`config.mk`:
```
export PLATFORM = sky130hd
export DESIGN_NAME = cp_ldst_seq
export DESIGN_NICKNAME = d
export VERILOG_FILES = /design/src/rtl/cpls_pkg.sv /design/src/rtl/cpls_seq_fsm.sv /design/src/rtl/cpls_lane_map.sv /design/src/rtl/cpls_regfile.sv /design/src/rtl/cp_ldst_seq.sv
export SDC_FILE = /design/constraint.sdc
export NUM_CORES = 2
export LEC_CHECK = 0
export BUFFER_PORTS_ARGS = -buffer_cell sky130_fd_sc_hd__buf_2
export CORE_UTILIZATION = 35
export CTS_CLUSTER_DIAMETER = 150
export DETAILED_ROUTE_END_ITERATION = 10
export PLACE_DENSITY = 0.5
export SETUP_SLACK_MARGIN = 0.3
export SYNTH_ARGS = -nofsm -noshare
export SYNTH_HDL_FRONTEND = slang
export SYNTH_SLANG_ARGS = --single-unit
```
`constraint.sdc`:
```
create_clock -name clk -period 14.2 [get_ports clk]
set_input_delay 0 -clock clk [delete_from_list [all_inputs] [get_ports clk]]
set_output_delay 0 -clock clk [all_outputs]
set_load 0.01 [all_outputs]
```
`src/rtl/cpls_pkg.sv`:
```
package cpls_pkg;
    typedef enum logic [1:0] {
        SEQ_IDLE   = 2'd0,
        SEQ_SECOND = 2'd1,
        SEQ_SPENT  = 2'd2
    } seq_state_t;
endpackage

```
`src/rtl/cpls_seq_fsm.sv`:
```
module cpls_seq_fsm
    import cpls_pkg::*;
(
    input  logic clk,
    input  logic rst_n,
    input  logic beat_valid,
    input  logic beat_is_data,
    input  logic long_req,
    output logic act,
    output logic first_word,
    output logic fin
);
    seq_state_t state_q, state_d;

    always_ff @(posedge clk) begin
        if (!rst_n) state_q <= SEQ_IDLE;
        else        state_q <= state_d;
    end

    always_comb begin
        state_d    = state_q;
        act        = 1'b0;
        first_word = 1'b0;
        fin        = 1'b1;
        if (beat_valid) begin
            if (!beat_is_data) begin
                state_d = SEQ_IDLE;
            end else begin
                unique case (state_q)
                    SEQ_IDLE: begin
                        act        = 1'b1;
                        first_word = 1'b1;
                        fin        = !long_req;
                        state_d    = long_req ? SEQ_SECOND : SEQ_SPENT;
                    end
                    SEQ_SECOND: begin
                        act     = 1'b1;
                        state_d = SEQ_SPENT;
                    end
                    SEQ_SPENT: state_d = SEQ_SPENT;
                    default:   state_d = SEQ_IDLE;
                endcase
            end
        end
    end
endmodule

```
`src/rtl/cpls_lane_map.sv`:
```
module cpls_lane_map #(
    parameter int WORD_W = 32
) (
    input  logic              act,
    input  logic              is_load,
    input  logic              long_req,
    input  logic              first_word,
    input  logic              big_endian,
    input  logic              is_float,
    input  logic [WORD_W-1:0] bus_word,
    output logic              upper_sel,
    output logic              we_hi,
    output logic              we_lo,
    output logic [WORD_W-1:0] hi_val,
    output logic [WORD_W-1:0] lo_val
);
    always_comb begin
        if (long_req) upper_sel = first_word ? big_endian : !big_endian;
        else          upper_sel = is_float;
        we_hi  = 1'b0;
        we_lo  = 1'b0;
        hi_val = bus_word;
        lo_val = bus_word;
        if (act && is_load) begin
            if (long_req) begin
                we_hi = upper_sel;
                we_lo = !upper_sel;
            end else if (is_float) begin
                we_hi = 1'b1;
            end else begin
                we_hi  = 1'b1;
                we_lo  = 1'b1;
                hi_val = {WORD_W{bus_word[WORD_W-1]}};
            end
        end
    end
endmodule

```
`src/rtl/cpls_regfile.sv`:
```
module cpls_regfile #(
    parameter int NUM_REGS = 16,
    parameter int WORD_W   = 32,
    localparam int IDX_W   = $clog2(NUM_REGS)
) (
    input  logic              clk,
    input  logic              rst_n,
    input  logic [IDX_W-1:0]  idx,
    input  logic              we_hi,
    input  logic              we_lo,
    input  logic [WORD_W-1:0] hi_val,
    input  logic [WORD_W-1:0] lo_val,
    output logic [WORD_W-1:0] rd_hi,
    output logic [WORD_W-1:0] rd_lo
);
    logic [WORD_W-1:0] hi_q [NUM_REGS];
    logic [WORD_W-1:0] lo_q [NUM_REGS];

    for (genvar g = 0; g < NUM_REGS; g++) begin : g_entry
        always_ff @(posedge clk) begin
            if (!rst_n) begin
                hi_q[g] <= '0;
                lo_q[g] <= '0;
            end else if (idx == IDX_W'(g)) begin
                if (we_hi) hi_q[g] <= hi_val;
                if (we_lo) lo_q[g] <= lo_val;
            end
        end
    end

    assign rd_hi = hi_q[idx];
    assign rd_lo = lo_q[idx];
endmodule

```
`src/rtl/cp_ldst_seq.sv`:
```
module cp_ldst_seq #(
    parameter int NUM_REGS = 16,
    parameter int WORD_W   = 32,
    parameter int INSTR_W  = 32,
    parameter int LONG_BIT = 22,
    parameter int IDX_LSB  = 12,
    localparam int IDX_W   = $clog2(NUM_REGS)
) (
    input  logic               clk,
    input  logic               rst_n,
    input  logic               beat_valid,
    input  logic               beat_is_data,
    input  logic               is_load,
    input  logic [INSTR_W-1:0] instr,
    input  logic [WORD_W-1:0]  bus_wdata,
    input  logic               big_endian,
    input  logic               is_float,
    output logic               rsp_valid,
    output logic               rsp_done,
    output logic [WORD_W-1:0]  st_data,
    output logic               wr_hi,
    output logic               wr_lo,
    output logic [IDX_W-1:0]   wr_idx
);
    logic              long_req, act, first_word, fin;
    logic              upper_sel, we_hi, we_lo;
    logic [WORD_W-1:0] hi_val, lo_val, rd_hi, rd_lo;
    logic [IDX_W-1:0]  idx;

    assign long_req = instr[LONG_BIT];
    assign idx      = instr[IDX_LSB +: IDX_W];

    cpls_seq_fsm u_fsm (
        .clk(clk), .rst_n(rst_n), .beat_valid(beat_valid),
        .beat_is_data(beat_is_data), .long_req(long_req),
        .act(act), .first_word(first_word), .fin(fin)
    );

    cpls_lane_map #(.WORD_W(WORD_W)) u_map (
        .act(act), .is_load(is_load), .long_req(long_req),
        .first_word(first_word), .big_endian(big_endian),
        .is_float(is_float), .bus_word(bus_wdata),
        .upper_sel(upper_sel), .we_hi(we_hi), .we_lo(we_lo),
        .hi_val(hi_val), .lo_val(lo_val)
    );

    cpls_regfile #(.NUM_REGS(NUM_REGS), .WORD_W(WORD_W)) u_rf (
        .clk(clk), .rst_n(rst_n), .idx(idx), .we_hi(we_hi), .we_lo(we_lo),
        .hi_val(hi_val), .lo_val(lo_val), .rd_hi(rd_hi), .rd_lo(rd_lo)
    );

    always_ff @(posedge clk) begin
        if (!rst_n) begin
            rsp_valid <= 1'b0;
            rsp_done  <= 1'b0;
            st_data   <= '0;
            wr_hi     <= 1'b0;
            wr_lo     <= 1'b0;
            wr_idx    <= '0;
        end else begin
            rsp_valid <= beat_valid;
            rsp_done  <= beat_valid && fin;
            wr_hi     <= we_hi;
            wr_lo     <= we_lo;
            wr_idx    <= idx;
            if (act && !is_load) st_data <= upper_sel ? rd_hi : rd_lo;
            else                 st_data <= '0;
        end
    end
endmodule

```
# Yosys cells after proc, flatten, opt, wreduce, memory -nomap -nowiden
# Memory sizes are Yosys's and may differ from the RTL's.
# Index checks and enable logic that the tools add are counted.
[classes]
addsub = 0
n_mul = 0
div = 0
order_cmp = 0
n_eq_ne = 17
n_shift = 0
mux = 154
bitwise = 32
reduce_logical = 12
[op_table]
columns = ["operator", "n"]
rows = [
  ["2-to-1 mux 32 bit", 33],
  ["2-to-1 mux 1 bit", 115],
  ["2-to-1 mux 31 bit", 3],
  ["== test 4 bit (second input constant)", 8],
  ["bitwise OR 1 bit", 32],
  ["== test 4 x 3 -> 1 bit (second input constant)", 4],
  ["== test 4 x 2 -> 1 bit (second input constant)", 2],
  ["== test 4 x 1 -> 1 bit (second input constant)", 1],
  ["logical NOT 1 bit", 4],
  ["logical NOT 4 bit", 1],
  ["2-to-1 mux 2 bit", 2],
  ["one-hot mux 2 bit (2 select lines)", 1],
  ["OR reduction 2 bit", 2],
  ["logical AND 1 bit", 3],
  ["== test 2 x 1 -> 1 bit (second input constant)", 1],
  ["== test 2 bit (second input constant)", 1],
  ["logical NOT 2 bit", 1],
  ["AND reduction 2 bit", 1],
]
[word_totals]
register_bits = 42
latchBits = 0
mem_bits_rw = 1024
romBits = 0
in_bits = 71
mem_count = 2
[mem_list]
columns = ["memory", "depth", "word_bits", "read_ports", "rd_clocked_by_memory_dff", "write_ports", "line_no", "source"]
rows = [
  ["u_rf.hi_q", 16, 32, 1, 0, 16, "cpls_regfile.sv:16", "logic [WORD_W-1:0] hi_q [NUM_REGS];"],
  ["u_rf.lo_q", 16, 32, 1, 0, 16, "cpls_regfile.sv:17", "logic [WORD_W-1:0] lo_q [NUM_REGS];"],
]

# Logic depth before layout (Yosys ltp)
[depth]
ltp_word = 14
mapped_depth = 10
depth_no_buf = 6

# Modules after synthesis
# Synthesis repeated with hierarchy kept, for this count alone.
[unflattened]
cells_unflattened = 3064
hier_area_um2 = 48169.9
[modules_own_cells]
columns = ["module", "n_inst", "cells_per_inst", "area_each_um2"]
rows = [
  ["cpls_regfile", 1, 2849, 45785.2],
  ["cp_ldst_seq", 1, 120, 1396.3],
  ["cpls_lane_map", 1, 78, 825.8],
  ["cpls_seq_fsm", 1, 17, 162.7],
]

# Least setup slack after synthesis
# No wires, ideal clock.
[synth_path]
kind = "register to register"
start = "register u_fsm.state_q[0]"
end = "memory u_rf.lo_q[1][0], enable pin"
setup_ps = 470
t_arrival_ps = 4107
t_required_ps = 13730
slack_ps = 9623
stages_incl_launch_ff = 9
path_buffers = 2
cell_sequence = "dfxtp_1 inv_1 ha_1 nand4_1 a21oi_2 or3_1 clkbuf_1 clkbuf_1 o31ai_1"
[synth_lines]
columns = ["item", "line_no", "source"]
rows = [
  ["start, declared", "cpls_seq_fsm.sv:13", "seq_state_t state_q, state_d;"],
  ["start signal, assigned", "cpls_seq_fsm.sv:17", "else state_q <= state_d;"],
  ["end, declared", "cpls_regfile.sv:17", ""],
]

==> flow_metrics.tcl <==
set metrics [dict create \
    cts_made_buffers 113 \
    power.share.combinational 0.066 \
    syn_avg_cell_area_sq_um 15.32 \
    routed_wire_length_per_instance_um 28.22 \
    worst_path_buf_inv 2 \
    synth.top_cell.area_share 0.6644 \
    layout.cell_area.non_filler_sq_mm 0.05288 \
    synthesis.area_sq_mm 0.04628 \
    worstReg2RegStart "u_fsm.state_q[1]$_SDFFE_PN0P_" \
    worstSetupStartpoint "u_fsm.state_q[1]$_SDFFE_PN0P_" \
    count_of_boundary_i_o_pins 111 \
    final_nets 3108 \
    fp.coreArea_sq_mm 0.1313 \
    critical_path_required_ns 14.55 \
    placement.setup.worst_slack_ns 10.28 \
    finalHoldViolCount 0 \
    cp_slowest_cell "sky130_fd_sc_hd__o21ai_4" \
    cts_tree "yes" \
    path_cells "inv_1, ha_1, o2111ai_1, a31oi_1, nand2_1, o21ai_4, buf_4" \
    period_share 0.2728 \
    yosys.cell_count.top_type "sky130_fd_sc_hd__edfxtp_1" \
    grt_max_degree 113 \
    maxCapViolCount 0 \
    layout-drive-gt1-share 0.2178 \
    outcome "complete, no violations" \
    cp_max_fo 18 \
    clockBufferDepth 3 \
    placed_cells 4633 \
    synth_edf_count 1024 \
    setup_violations 0 \
    global_route.usage.total 0.2078 \
    yosys.cell_types.count 35 \
    ant_nets 0 \
    die-area_sq_mm 0.1337 \
    htreeDepth 3 \
    asyncSetResetFlopFracSynth 0 \
    vias 26500 \
    synth-seq-cells 1066 \
    post-cts-setup-buffer-count 0 \
    firstDrtPassIters 5 \
    post-route-drc-count 0 \
    die_h_um 365.7 \
    timing.critical_path.depth 7 \
    globalRouteOverflowTotal 0 \
    worst_ir_drop_on_vdd_v 0.0001024 \
    share_clk_of_total_power 0.419 \
    floorplan.rows 133 \
    reg2reg_setup_slack_ns 10.33 \
    worst_slew_pin_slew_ns 1.254 \
    mapped_cells 3021 \
    clk_pin_slew_worst_paths_ns 0.06 \
    layout.filler_cells 11990 \
    share_of_synthesized_area_occupied_by_flip_flops_and_latches 0.6825 \
    finalNonFillerCells 4885 \
    setup-tns-final_ns 0 \
    yosysWarningCount 0 \
    timing.fmax_mhz 258.2 \
    floorplan.initialDensity 0.3525 \
    startpoint_type "register" \
    worst_setup_path_endpoint "u_rf.hi_q[14][29]$_SDFFCE_PN0P_" \
    grt_antenna_before_repair 11 \
    whs_ns 0.03312 \
    clock_skew_ns 0.02431 \
    area_growth_from_synthesis_to_layout_pct 14.26 \
    net_count_after_synthesis 3095 \
    numClockSinks 1066 \
    setup_slack_ns 10.33 \
    synth_top_flop_cell "sky130_fd_sc_hd__edfxtp_1" \
    timing_max_transition_violations_final 0 \
    period_minus_slack_ns 3.873 \
    io_buffer_count 83 \
    via_per_inst 5.424 \
    internal-power_mw 5.342 \
    holdCritPathClass "in2reg" \
    worst-r2r-cell-count 7 \
    drt_wl_total_um 137800 \
    critical_path.reg2reg.endpoint "u_rf.hi_q[14][29]$_SDFFCE_PN0P_" \
    slew-limit-headroom 0.1643 \
    gp_congestion 0.7510 \
    net-switching-power_mw 1.568 \
    number_of_global_route_vias_before_repair 27300 \
    power_density_mw_per_mm2 130.7 \
    fp.dieW_um 365.7 \
    cpPeakStageDelay_ns 0.70 \
    netSwitchingFraction 0.2269 \
    yosys-top-cells-area "sky130_fd_sc_hd__edfxtp_1 (66%), sky130_fd_sc_hd__mux4_2 (12%), sky130_fd_sc_hd__and2_1 (7.0%)" \
    seq_power_share 0.516 \
    dpl-instance-area_sq_mm 0.04882 \
    critical_path_arrival_ns 4.22 \
    critPathCaptureType "register" \
    synth.top_cells.by_count "sky130_fd_sc_hd__edfxtp_1 (1024), sky130_fd_sc_hd__and2_1 (518), sky130_fd_sc_hd__nor2_1 (515), sky130_fd_sc_hd__mux4_2 (256), sky130_fd_sc_hd__clkbuf_1 (178)" \
    drt_iter0_markers 2830 \
    timing.setup.critical_path_class "reg2reg" \
    worst_path_top_cell_family_by_delay "compound AO/OA/AOI/OAI gates" \
    clkLatencyLatePin_ns 0.70 \
    synth_top_area_cell "sky130_fd_sc_hd__edfxtp_1" \
    clockRootBuffer "sky130_fd_sc_hd__clkbuf_16" \
    cellLeakagePower_nw 19.05 \
    rsz_0062_raised_after_global_routing "false" \
    detailed_placement_wirelength_estimate_um 72750 \
    grt_first_pass_wirelength_um 194300 \
]
-- power by group through the flow --
stage               clock network [mW]  logic, mW  registers [mW]
floorplan                            0      0.261            3.63
global placement                     0      0.446            3.62
detailed placement                   0      0.452            3.63
CTS                               2.94      0.463            3.56
global route                      3.06      0.483            3.57
finish                            2.89      0.455            3.56
-- state kept, by name, indices dropped and copies added, names as in the netlist --
signal,count
wr_hi,1
wr_idx,4
rsp_valid,1
u_fsm.state_q,2
st_data,32
wr_lo,1
u_rf.hi_q,512
u_rf.lo_q,512
rsp_done,1
-- metrics by stage --
| step | total power [mW] | utilization |
|---|---|---|
| final | 6.910 | 0.4028 |
| after CTS | 6.970 | 0.4027 |
| after floorplan | 3.890 | - |
| after global routing | 7.115 | 0.4027 |
| after global placement | 4.067 | 0.3718 |
| after detailed placement | 4.082 | 0.3718 |
-- cell families after synthesis --
group	count (synthesis)	synth area share
compound gates	233	0.03863
fa+ha+maj	3	0.0008111
buf+inv	303	0.02736
flops	1066	0.6825
mux	256	0.1246
simple gates	1160	0.1261
-- layer usage --
metal  track usage  part of all wire  wire length [um]  vias up
li1              -                 -                 -    11260
met1        0.2851              0.42             57320    13850
met2        0.3300              0.46             64070     1199
met3       0.04926             0.094             12950      185
met4       0.05644             0.025              3479        2
met5             0          0.000094                13        -
-- what timing repair did --
action                                 CTS  global route
endpoints found under the hold margin  527             0
resized for setup                        0             0
hold buffers                            41             0
-- worst min-delay path by stage --
stage / startpoint / endpoint / depth (start not counted)
floorplan: instr[22] / rsp_done$_SDFF_PN0_ / 1
global placement: beat_is_data / rsp_done$_SDFF_PN0_ / 2
detailed placement: beat_is_data / rsp_done$_SDFF_PN0_ / 2
CTS: rst_n / u_fsm.state_q[1]$_SDFFE_PN0P_ / 2
global route: rst_n / wr_idx[1]$_SDFF_PN0_ / 2
finish: rst_n / wr_idx[1]$_SDFF_PN0_ / 2
-- layout make-up --
| class | instances | area, sq um | area share |
|---|---|---|---|
| inverter | 7 | 26.28 | 0.0004968 |
| sequential | 1066 | 31590 | 0.5973 |
| timing repair buffer | 194 | 1399 | 0.02645 |
| multi-input combinational | 1652 | 14020 | 0.2650 |
| clock inverter | 55 | 440.4 | 0.008328 |
| antenna | 3 | 7.507 | 0.0001420 |
| tap | 1755 | 2196 | 0.04152 |
| clock buffer | 153 | 3209 | 0.06069 |
-- layout by cell type (no fill, tap or decap), drive strengths merged, types with 4 or more instances in the layout --
| cell type | netlist | routed |
|---|---|---|
| nand2 | 73 | 73 |
| nand2b | 5 | 5 |
| dfxtp | 42 | 42 |
| dlygate4sd3 | 0 | 41 |
| or3 | 18 | 18 |
| mux4 | 256 | 256 |
| a22oi | 128 | 128 |
| buf | 118 | 153 |
| inv | 6 | 14 |
| edfxtp | 1024 | 1024 |
| o31ai | 16 | 16 |
| o21ai | 16 | 16 |
| and2 | 518 | 518 |
| clkinv | 1 | 40 |
| nor4 | 17 | 17 |
| bufinv | 0 | 4 |
| clkinvlp | 0 | 4 |
| nor2 | 515 | 515 |
| a22o | 32 | 32 |
| clkbuf | 178 | 153 |
| a21oi | 34 | 34 |
Note: power is estimated with default switching activity, not from simulation.
